--- config.mk ---
export PLATFORM = sky130hd
export DESIGN_NAME = gmiitx_top
export DESIGN_NICKNAME = d
export VERILOG_FILES = /design/src/rtl/gmiitx_pkg.sv /design/src/rtl/gmiitx_gap.sv /design/src/rtl/gmiitx_errhold.sv /design/src/rtl/gmiitx_top.sv
export SDC_FILE = /design/constraint.sdc
export NUM_CORES = 1
export LEC_CHECK = 0
export ABC_CLOCK_PERIOD_IN_PS = 1600
export BUFFER_PORTS_ARGS = -buffer_cell sky130_fd_sc_hd__buf_2
export CORE_AREA = 2 2 39 41
export DETAILED_ROUTE_END_ITERATION = 10
export DIE_AREA = 0 0 41 43
export PLACE_DENSITY_LB_ADDON = 0.05
export SETUP_SLACK_MARGIN = 0.5
export SYNTH_ARGS = -nofsm -noshare
export SYNTH_HDL_FRONTEND = slang
export SYNTH_HIERARCHICAL = 1
export SYNTH_SLANG_ARGS = --single-unit
--- constraint.sdc ---
create_clock -name clk -period 1.6 [get_ports clk]
set_input_delay 0.08 -clock clk [delete_from_list [all_inputs] [get_ports clk]]
set_output_delay 0.08 -clock clk [all_outputs]
set_load 0.02 [all_outputs]
--- src/rtl/gmiitx_pkg.sv ---
package gmiitx_pkg;

    localparam int unsigned BYTE_W_DEF = 8;
    localparam int unsigned GAP_DEF    = 1;

    // Control flags registered alongside the output byte
    typedef struct packed {
        logic en;
        logic er;
        logic in_frame;
    } ctl_t;

endpackage

--- src/rtl/gmiitx_gap.sv ---
// Idle-gap timer: holds ready low for GAP cycles after a packet closes
module gmiitx_gap #(
    parameter int unsigned GAP = 1
) (
    input  logic clk,
    input  logic rst_n,
    input  logic load,
    output logic ready
);
    localparam int unsigned CW = (GAP < 1) ? 1 : $clog2(GAP + 1);

    logic [CW-1:0] cnt_d, cnt_q;

    always_comb begin
        cnt_d = cnt_q;
        if (load) begin
            cnt_d = CW'(GAP);
        end else if (cnt_q != '0) begin
            cnt_d = cnt_q - 1'b1;
        end
    end

    always_ff @(posedge clk or negedge rst_n) begin
        if (!rst_n) cnt_q <= '0;
        else        cnt_q <= cnt_d;
    end

    assign ready = (cnt_q == '0);
endmodule

--- src/rtl/gmiitx_errhold.sv ---
// Sticky error tracker for one frame
module gmiitx_errhold (
    input  logic clk,
    input  logic rst_n,
    input  logic beat,
    input  logic err_in,
    input  logic last,
    output logic err_out
);
    logic hold_d, hold_q;

    always_comb begin
        err_out = beat && (hold_q || err_in);
        hold_d  = hold_q;
        if (beat) begin
            hold_d = err_out && !last;
        end
    end

    always_ff @(posedge clk or negedge rst_n) begin
        if (!rst_n) hold_q <= 1'b0;
        else        hold_q <= hold_d;
    end
endmodule

--- src/rtl/gmiitx_top.sv ---
module gmiitx_top
    import gmiitx_pkg::*;
#(
    parameter int unsigned BYTE_W   = BYTE_W_DEF,
    parameter int unsigned IDLE_GAP = GAP_DEF
) (
    input  logic              clk,
    input  logic              rst_n,
    input  logic              s_valid,
    output logic              s_ready,
    input  logic [BYTE_W-1:0] s_data,
    input  logic              s_sop,
    input  logic              s_eop,
    input  logic              s_err,
    output logic [BYTE_W-1:0] tx_data,
    output logic              tx_en,
    output logic              tx_er
);
    ctl_t              ctl_d, ctl_q;
    logic [BYTE_W-1:0] data_d, data_q;
    logic              accept, framed, close, err_now, gap_ready;

    assign accept = s_valid && gap_ready;
    assign framed = accept && (ctl_q.in_frame || s_sop);
    assign close  = framed && s_eop;

    gmiitx_gap #(.GAP(IDLE_GAP)) i_gap (
        .clk   (clk),
        .rst_n (rst_n),
        .load  (close),
        .ready (gap_ready)
    );

    gmiitx_errhold i_err (
        .clk     (clk),
        .rst_n   (rst_n),
        .beat    (framed),
        .err_in  (s_err),
        .last    (s_eop),
        .err_out (err_now)
    );

    always_comb begin
        ctl_d          = ctl_q;
        ctl_d.en       = framed;
        ctl_d.er       = err_now;
        data_d         = framed ? s_data : '0;
        if (framed) begin
            ctl_d.in_frame = !s_eop;
        end
    end

    always_ff @(posedge clk or negedge rst_n) begin
        if (!rst_n) begin
            ctl_q  <= '0;
            data_q <= '0;
        end else begin
            ctl_q  <= ctl_d;
            data_q <= data_d;
        end
    end

    assign s_ready = gap_ready;
    assign tx_data = data_q;
    assign tx_en   = ctl_q.en;
    assign tx_er   = ctl_q.er;
endmodule

==> results of run 1 <==
==> cell usage in the layout (no fill, tap or decap) <==
cell type      synthesis  routed
and2_4                 1       1
a31oi_1                2       2
dfrtp_1               13      13
a21oi_1                2       2
and2_1                 8       8
buf_2                  0      24
clkbuf_4               0       3
o211a_4                1       1
inv_1                  1       1
o21a_1                 1       1
dlygate4sd3_1          0       3
clkbuf_1               0       1
==> routing by layer <==
metal	vias to the layer above	share of wire [%]	wire (um)
met1	150	36	279
met5	-	0	0
met2	15	55	425
met3	0	8.6	66
met4	0	0	0
li1	157	-	-
==> per-stage QoR <==
stage	hold slack, ns	utilization (%)	cells	total power (uW)
finish	0.0153	45.7	76	669
global placement	-0.0336	41.6	69	477
CTS	0.00403	44.9	75	683
floorplan	-0.216	-	29	433
detailed placement	-0.0227	41.6	69	484
global route	0.00638	45.7	76	718
==> timing repair <==
item                      in CTS  in global routing
buffers inserted               0                  0
hold buffers                   2                  1
hold endpoints to repair      14                  1
==> registers in the layout, indices dropped and copies added, names as in the netlist <==
register and count:
i_gap/cnt_q 1, tx_data 8, tx_en 1, i_err/hold_q 1, ctl_q 1, tx_er 1
==> worst paths after layout <==
path | start | to | slack (ns) | cells after the start
worst max-delay path | ctl_q[0] | i_err/hold_q | 0.59 | 3
worst min-delay path | s_data[3] | tx_data[3] | 0.02 | 2
worst max register to register | ctl_q[0] | i_err/hold_q | 0.59 | 3
worst min register to register | i_err/hold_q | tx_er | 0.49 | 1
max in group asynchronous | rst_n | tx_data[1] | 1.17 | 2
min in group asynchronous | rst_n | tx_en | 0.22 | 2
==> worst max-delay path, delay by kind of cell (launching register included) <==
family | cells | cell delay (ns)
compound gates | 3 | 0.50
flops | 1 | 0.40
==> power by group <==
part	leakage, uW	total (uW)	internal (uW)	switching (uW)
logic	0.000159	112	49.9	62.1
clock network	0.0000150	190	96.4	93.4
registers	0.000170	368	357	10.4
total	0.000343	669	504	166
==> cells by family after synthesis <==
| kind of cell | share of synthesized area, % |
|---|---|
| buffers and inverters | 0.861 |
| DFF | 74.7 |
| and+or+nand+nor | 13.5 |
| AOI/OAI and AO/OA | 10.9 |
==> final cells by class <==
type / instances / area share, %
Inverter: 1 / 0.594
Timing Repair Buffer: 27 / 23.8
Sequential cell: 13 / 51.5
Tap cell: 16 / 3.17
Clock buffer: 4 / 4.16
Multi-Input combinational cell: 15 / 16.8
==> run_results.csv, run 1 <==
group,metric,value,unit
layout,drive_gt1_share,48.3,%
global_route,met3_usage,3.14,%
logic_synthesis,yosys_warnings,6,
clock_network,clk_pin_slew,0.07,ns
global_route,grt_busiest_layer,"met2",
power,total_leakage_power,0.000343,uW
logic_synthesis,ys.flop_type,"dfrtp_1",
power,pwr_density_cell,1060,nW/um2
setup_path,crit_path_end_kind,"flop",
logic_synthesis,netlist_top_cells_count,"dfrtp_1 (13), and2_1 (8), a21oi_1 (2), a31oi_1 (2)",
route,drt-initial-drc-count,1,
layout,n_fill_cell,135,
timing,fmax,993,MHz
clock_network,cts_made_buffers,3,
setup_path,worstPathCellList,"o211a_4 -> a21oi_1 -> a21oi_1",
logic_synthesis,ys_seq_area_share,74.7,%
global_route,globalRouteMet2Util,18.1,%
timing,post-route-worst-setup-slack,0.593,ns
logic_synthesis,ys_seq_elements,13,
route,wire_per_inst,10.1,um
route,ant_nets,0,
die,io_pins,25,
logic_synthesis,async_flop_share,100,%
logic_synthesis,synth_top_area_share,74.7,%
global_route,antenna_found_initial,0,
logic_synthesis,syn-num-nets,43,
placement,place_ws,0.583,ns
timing,hold_viol_final,0,
die,die_x,41,um
layout,register_area,325,um2
setup_path,worstPathArrival,1.16,ns
global_route,grt_pass1_vias,326,
route,firstDrtPassIters,4,
placement,postPlaceCellArea,576,um2
timing,finalMaxSlewViolations,0,
clock_network,cts_num_sinks,13,
outcome,outcome,"finished clean",
global_route,grt.total_usage,10.6,%
layout,multi_input_area,106,um2
layout,antennaDiodeCount,0,
route,finalWirelength,771,um
timing,finalClockSkew,0.00437,ns
global_route,grt_pass1_wl,1170,um
setup_path,cp.required,1.75,ns
placement,portBuffers,24,
setup_path,slowest_delay,0.40,ns
global_route,grt_max_degree,14,
timing,finalCriticalPeriod,1.01,ns
logic_synthesis,synth_top_cell_by_area,"dfrtp_1",
timing,tightest_slew,0.274,ns
logic_synthesis,synthDistinctLibCells,8,
setup_path,critPathMostFrequentCell,"a21oi_1",
route,route.vias.total,322,
setup_path,crit_path_max_fanout,13,
logic_synthesis,avgSynthCellArea,15.0,um2
logic_synthesis,syn_area,435,um2
layout,final_area,632,um2
logic_synthesis,synth_cells,29,
die,die_h,43,um
setup_path,cp-start-kind,"flop",
timing,period_share,63.0,%
logic_synthesis,synthMostInstantiatedCell,"dfrtp_1",
timing,finalSetupTns,0,ns
die,num_rows,14,
layout,final_nets,75,
clock_network,h-tree-depth,1,
route,drc,0,
global_route,use_met1,9.28,%
route,drt-vias-per-instance,4.24,
min_path,min_path_type,"in2reg",
placement,place_congestion,0.564,
timing,finalSetupViolCount,0,
die,core-area,1380,um2
global_route,grt_overflow,0,
power,vdd_drop_max,0.362,mV
timing,slew_headroom,81.8,%
logic_synthesis,synth_enable_flop_cells,0,
timing,rsz0062_at_grt,"false",
die,initial_core_util,31.5,%
setup_path,critPathKind,"reg2reg",
setup_path,crit_slowest_cell,"dfrtp_1",
logic_synthesis,synth_top_cells_by_area,"dfrtp_1 (75%), and2_1 (11%), o211a_4 (4.0%), a31oi_1 (2.9%), a21oi_1 (2.3%)",
run,cap_violations,0,
layout,syn_to_final_growth,45.1,%
clock_network,root_buffer,"clkbuf_4",
clock_network,post_cts_resize_count,0,
clock_network,clk_path_buf_depth,2,
clock_network,clkLatencyLatePin,0.27,ns
die,dieArea,1760,um2
clock_network,cts_tree,"built",
No activity file was read; power rests on OpenSTA's default activity.
==> inputs of run 2 (changes only) <==
- ABC_CLOCK_PERIOD_IN_PS: 1600 -> 950
- clock period: 1.6 -> 0.95 ns (I/O delays scaled with it)
==> run 2 against run 1 <==
The run now ends with negative hold slack, negative setup slack left. Total power rose by 81%. Flip-flop and latch count stayed put. Non-clock buffer count is 2 lower. Clock skew increased by 0.0015 ns. Largest cell class unchanged. Largest power group unchanged. Highest routed layer unchanged.
==> run_results.csv, run 2 (same netlist as run 1, synthesis figures left out) <==
group,metric,value,unit
outcome,outcome,"complete, but fails checks",
outcome,violations,"negative hold slack, negative setup slack",
die,die_h,43,um
layout,final_nets,74,
clock_network,clk_pin_slew,0.08,ns
power,p_clk_share,27.1,%
timing,hold_viol_final,7,
route,wire_per_inst,11.4,um
route,firstDrtPassIters,2,
min_path,min_to,"i_err/hold_q",
global_route,grt.total_usage,11.5,%
clock_network,cts_tree,"built",
route,drt-initial-drc-count,4,
clock_network,cts_made_buffers,3,
setup_path,cp-start-kind,"flop",
global_route,antenna_found_initial,0,
setup_path,crit_path_end_kind,"flop",
power,combPwrFrac,20.5,%
route,route.vias.total,341,
layout,final_common_cell,"dfrtp_1",
power,power,1210,uW
global_route,grt_pass1_vias,310,
die,num_rows,14,
setup_path,worstPathArrival,1.12,ns
setup_path,slowest_delay,0.40,ns
clock_network,cts-hold-fix-buffers,1,
power,p_int,895,uW
route,drc,0,
clock_network,cts_num_sinks,13,
setup_path,crit_path_max_fanout,7,
setup_path,rr_worst_depth,3,
setup_path,worstPathCellList,"o211a_4 -> a21oi_4 -> a21oi_2",
power,pwr_density_cell,1710,nW/um2
layout,final_cell_mix,"dfrtp_1 (13), buf_2 (12), buf_6 (11)",
timing,rsz0062_at_grt,"true",
layout,syn_to_final_growth,62.6,%
power,total_leakage_power,0.000355,uW
run,cap_violations,0,
timing,finalSetupViolCount,2,
setup_path,r2r_start,"ctl_q[0]",
global_route,grt_max_degree,14,
die,core-area,1380,um2
setup_path,r2r_slack,-0.01,ns
setup_path,cp.required,1.10,ns
setup_path,path_delay_family,"compound AO/OA/AOI/OAI gates",
clock_network,h-tree-depth,1,
route,finalWirelength,857,um
die,initial_core_util,31.5,%
timing,hold_slack,-0.0170,ns
min_path,whs_path_depth,2,
timing,finalClockSkew,0.00588,ns
timing,slew_headroom,88.3,%
clock_network,clk_path_buf_depth,2,
layout,largest_reg_flops,8,
timing,finalMaxSlewViolations,0,
setup_path,critPathKind,"reg2reg",
power,p_sw_share,25.9,%
power,power_frac_seq,52.4,%
clock_network,root_buffer,"clkbuf_4",
layout,drive_gt1_share,55.9,%
route,ant_nets,0,
global_route,grt_pass1_wl,1260,um
timing,finalCriticalPeriod,0.964,ns
timing,period_share,101,%
setup_path,worst_r2r_endpoint,"i_err/hold_q",
min_path,hold_start,"s_eop",
setup_path,critPathBufInv,0,
timing,tightest_slew,0.176,ns
power,vdd_drop_max,0.742,mV
clock_network,cts_setup_buffers,0,
timing,fmax,1040,MHz
setup_path,crit_slowest_cell,"dfrtp_1",
layout,antennaDiodeCount,0,
layout,n_fill_cell,126,
layout,post-route-util,51.2,%
die,die_x,41,um
clock_network,clkLatencyLatePin,0.27,ns
placement,portBuffers,24,
placement,place_congestion,0.598,
global_route,grt_overflow,0,
power,power.net_switching,313,uW
die,dieArea,1760,um2
timing,post-route-worst-setup-slack,-0.0139,ns
route,drt-vias-per-instance,4.55,
setup_path,startpoint,"ctl_q[0]",
min_path,min_path_type,"in2reg",
die,io_pins,25,
-- run 2: cell count changes in the layout (fill, tap and decap cells not counted), sizes merged --
| cell | delta |
|---|---|
| o211a | +1 |
| buf | -1 |
| clkbuf | +1 |
| dlygate4sd3 | -2 |
-- run 2: power by group through the flow --
stage | clock, uW | sequential [uW] | combinational, uW
after floorplan | 0 | 672 | 61.4
after global placement | 0 | 629 | 180
after detailed placement | 0 | 631 | 188
after CTS | 342 | 630 | 239
after global routing | 377 | 638 | 272
final | 327 | 633 | 248
-- run 2: timing repair --
item,in CTS,in global routing
cloned,1,0
pin swaps,2,1
endpoints found under the setup margin,24,37
gates resized for setup,22,3
hold endpoints to repair,21,9
-- run 2: worst max path at each step --
stage / endpoint / slack, ns / depth (start not counted)
2_1_floorplan: i_err/hold_q / 0.02 / 4
3_3_place_gp: i_err/hold_q / 0.04 / 3
3_5_place_dp: i_err/hold_q / -0.01 / 3
4_1_cts: i_err/hold_q / -0.03 / 3
5_1_grt: i_err/hold_q / -0.06 / 3
6_report: i_err/hold_q / -0.01 / 3
-- run 2: layer usage --
layer | wire (um) | global-route usage, % | share of wire, % | vias up
met4 | 0 | 10.0 | 0 | 0
met2 | 515 | 19.4 | 60 | 16
met5 | 0 | 0 | 0 | -
met1 | 268 | 9.86 | 31 | 164
met3 | 73 | 3.66 | 8.5 | 0
li1 | - | - | - | 161
-- run 2: final cells by class --
class                      count  area (um2)  share of cell area [%]
clock buffer                   4        26.3                    3.71
multi-input combinational     16         131                    18.6
inverter                       1        3.75                   0.530
tap                           16        20.0                    2.83
sequential                    13         325                    45.9
timing repair buffer          25         201                    28.4
-- run 2: through the flow --
step           setup slack [ns]  std cells  area (um2)  TNS, ns
2_1_floorplan            0.0249         29         439        0
5_1_grt                 -0.0615         75         708   -0.328
3_3_place_gp             0.0353         69         579        0
3_5_place_dp            -0.0126         69         579  -0.0126
4_1_cts                 -0.0251         75         694  -0.0278
6_report                -0.0139         75         708  -0.0155
==> inputs of run 3 (changes only) <==
- PLACE_DENSITY_LB_ADDON: 0.05 -> not set
==> run 3 against run 2 <==
The run still ends with negative hold slack, negative setup slack left. Via count fell by 3.5%. Worst setup slack improved by 0.013 ns. Non-clock buffer count rose by 2. Fmax rose by 1.4%. Highest routed layer is now met4.
==> run_results.csv, run 3 (same netlist as run 1, synthesis figures left out) <==
group,metric,value,unit
outcome,outcome,"complete, but fails checks",
outcome,violations,"negative hold slack, negative setup slack",
clock_network,root_buffer,"clkbuf_4",
power,combPwrFrac,19.9,%
placement,dp.cells,70,
timing,hold_slack,-0.0261,ns
global_route,antenna_found_initial,0,
setup_path,crit_path_end_kind,"output pin",
setup_path,critPathBufInv,3,
global_route,grt.total_usage,11.3,%
timing,hold_viol_final,8,
clock_network,cts_num_sinks,13,
setup_path,critPathMostFrequentCell,"buf_6",
timing,finalCriticalPeriod,0.950,ns
clock_network,clk_path_buf_depth,2,
placement,portBuffers,24,
power,pwr_density_cell,1680,nW/um2
timing,finalMaxSlewViolations,0,
power,p_int,895,uW
setup_path,crit_slowest_cell,"dfrtp_1",
die,die_h,43,um
route,route.vias.total,329,
route,ant_nets,0,
timing,fmax,1050,MHz
placement,dp.final_hpwl,569,um
route,drt-vias-per-instance,4.33,
layout,largest_reg_flops,8,
die,initial_core_util,31.5,%
power,p_clk_share,27.2,%
layout,layout.cells.non_filler,76,
timing,tightest_slew,0.173,ns
route,wire_per_inst,9.66,um
clock_network,cts_made_buffers,3,
global_route,grt_max_degree,14,
setup_path,worstPathArrival,0.90,ns
timing,post-route-worst-setup-slack,-0.000373,ns
setup_path,path_delay_family,"flip-flops",
layout,antennaDiodeCount,0,
min_path,min_path_type,"in2reg",
die,io_pins,25,
setup_path,cp.required,0.90,ns
setup_path,worstPathCellList,"inv_2 -> buf_6 -> buf_6",
layout,final_common_cell,"dfrtp_1",
global_route,grt_overflow,0,
power,vdd_drop_max,0.648,mV
layout,final_cell_mix,"dfrtp_1 (13), buf_2 (12), buf_6 (12)",
timing,finalSetupViolCount,1,
clock_network,cts_tree,"built",
global_route,grt_pass1_wl,1270,um
die,dieArea,1760,um2
placement,place_congestion,0.630,
die,core-area,1380,um2
layout,drive_gt1_share,56.7,%
clock_network,clk_pin_slew,0.07,ns
setup_path,slowest_delay,0.37,ns
clock_network,cts-hold-fix-buffers,1,
layout,final_area,708,um2
timing,period_share,100,%
run,cap_violations,0,
route,firstDrtPassIters,1,
route,finalWirelength,734,um
timing,finalClockSkew,0.00330,ns
placement,postPlaceCellArea,587,um2
setup_path,critPathKind,"reg2out",
power,p_sw_share,24.7,%
setup_path,cp-start-kind,"flop",
global_route,grt_pass1_vias,316,
power,power_frac_seq,52.9,%
die,die_x,41,um
clock_network,h-tree-depth,1,
timing,slew_headroom,88.5,%
timing,rsz0062_at_grt,"true",
route,drc,0,
setup_path,crit_path_max_fanout,2,
clock_network,clkLatencyLatePin,0.27,ns
route,drt-initial-drc-count,0,
power,power.net_switching,294,uW
layout,syn_to_final_growth,62.6,%
layout,final_nets,75,
power,total_leakage_power,0.000362,uW
timing,finalSetupTns,-0.000373,ns
die,num_rows,14,
## run 3: changes by cell type in the layout (fill, tap and decap cells not counted), sizes merged
cell and delta:
o211a -1, buf +2
## run 3: final cells by class
class / instances / area, um2
Multi-Input combinational cell: 15 / 113
Clock buffer: 4 / 26.3
Timing Repair Buffer: 27 / 220
Inverter: 1 / 3.75
Tap cell: 16 / 20.0
Sequential cell: 13 / 325
Fill cell: 122 / 676
## run 3: timing repair
action	CTS	global route
buffers inserted	1	0
pin swaps	0	0
endpoints found under the hold margin	23	10
resized for setup	23	2
endpoints found under the setup margin	24	37
## run 3: power by group through the flow
stage               clock network [uW]  registers [uW]  logic [uW]
floorplan                            0             672        61.4
global placement                     0             630         186
detailed placement                   0             632         190
CTS                                344             630         238
global route                       377             633         260
finish                             324             629         237
## run 3: metrics by stage
| stage | power, uW | setup slack (ns) | utilization [%] |
|---|---|---|---|
| 2_1_floorplan | 733 | 0.0249 | - |
| 3_3_place_gp | 816 | 0.0320 | 42.4 |
| 3_5_place_dp | 822 | -0.000854 | 42.4 |
| 4_1_cts | 1210 | -0.0155 | 50.8 |
| 5_1_grt | 1270 | -0.0581 | 51.2 |
| 6_report | 1190 | -0.000373 | 51.2 |
## run 3: path summary, 6_finish.rpt
check                             start           end  slack (ns)  cells after the start
max in group asynchronous         rst_n    tx_data[3]        0.62                      2
hold / removal                    s_eop  i_err/hold_q       -0.03                      2
min in group asynchronous         rst_n         tx_en        0.17                      2
hold reg to reg            i_err/hold_q         tx_er        0.53                      1
setup / recovery            i_gap/cnt_q       s_ready     -0.0004                      3
setup reg to reg               ctl_q[0]  i_err/hold_q        0.01                      3
## run 3: metal layers
metal | part of all wire [%] | track usage [%] | wire [um]
met5 | 0 | 0 | 0
met4 | 2.0 | 8.00 | 15
met3 | 6.7 | 6.28 | 49
met2 | 55 | 15.9 | 403
met1 | 36 | 12.3 | 265
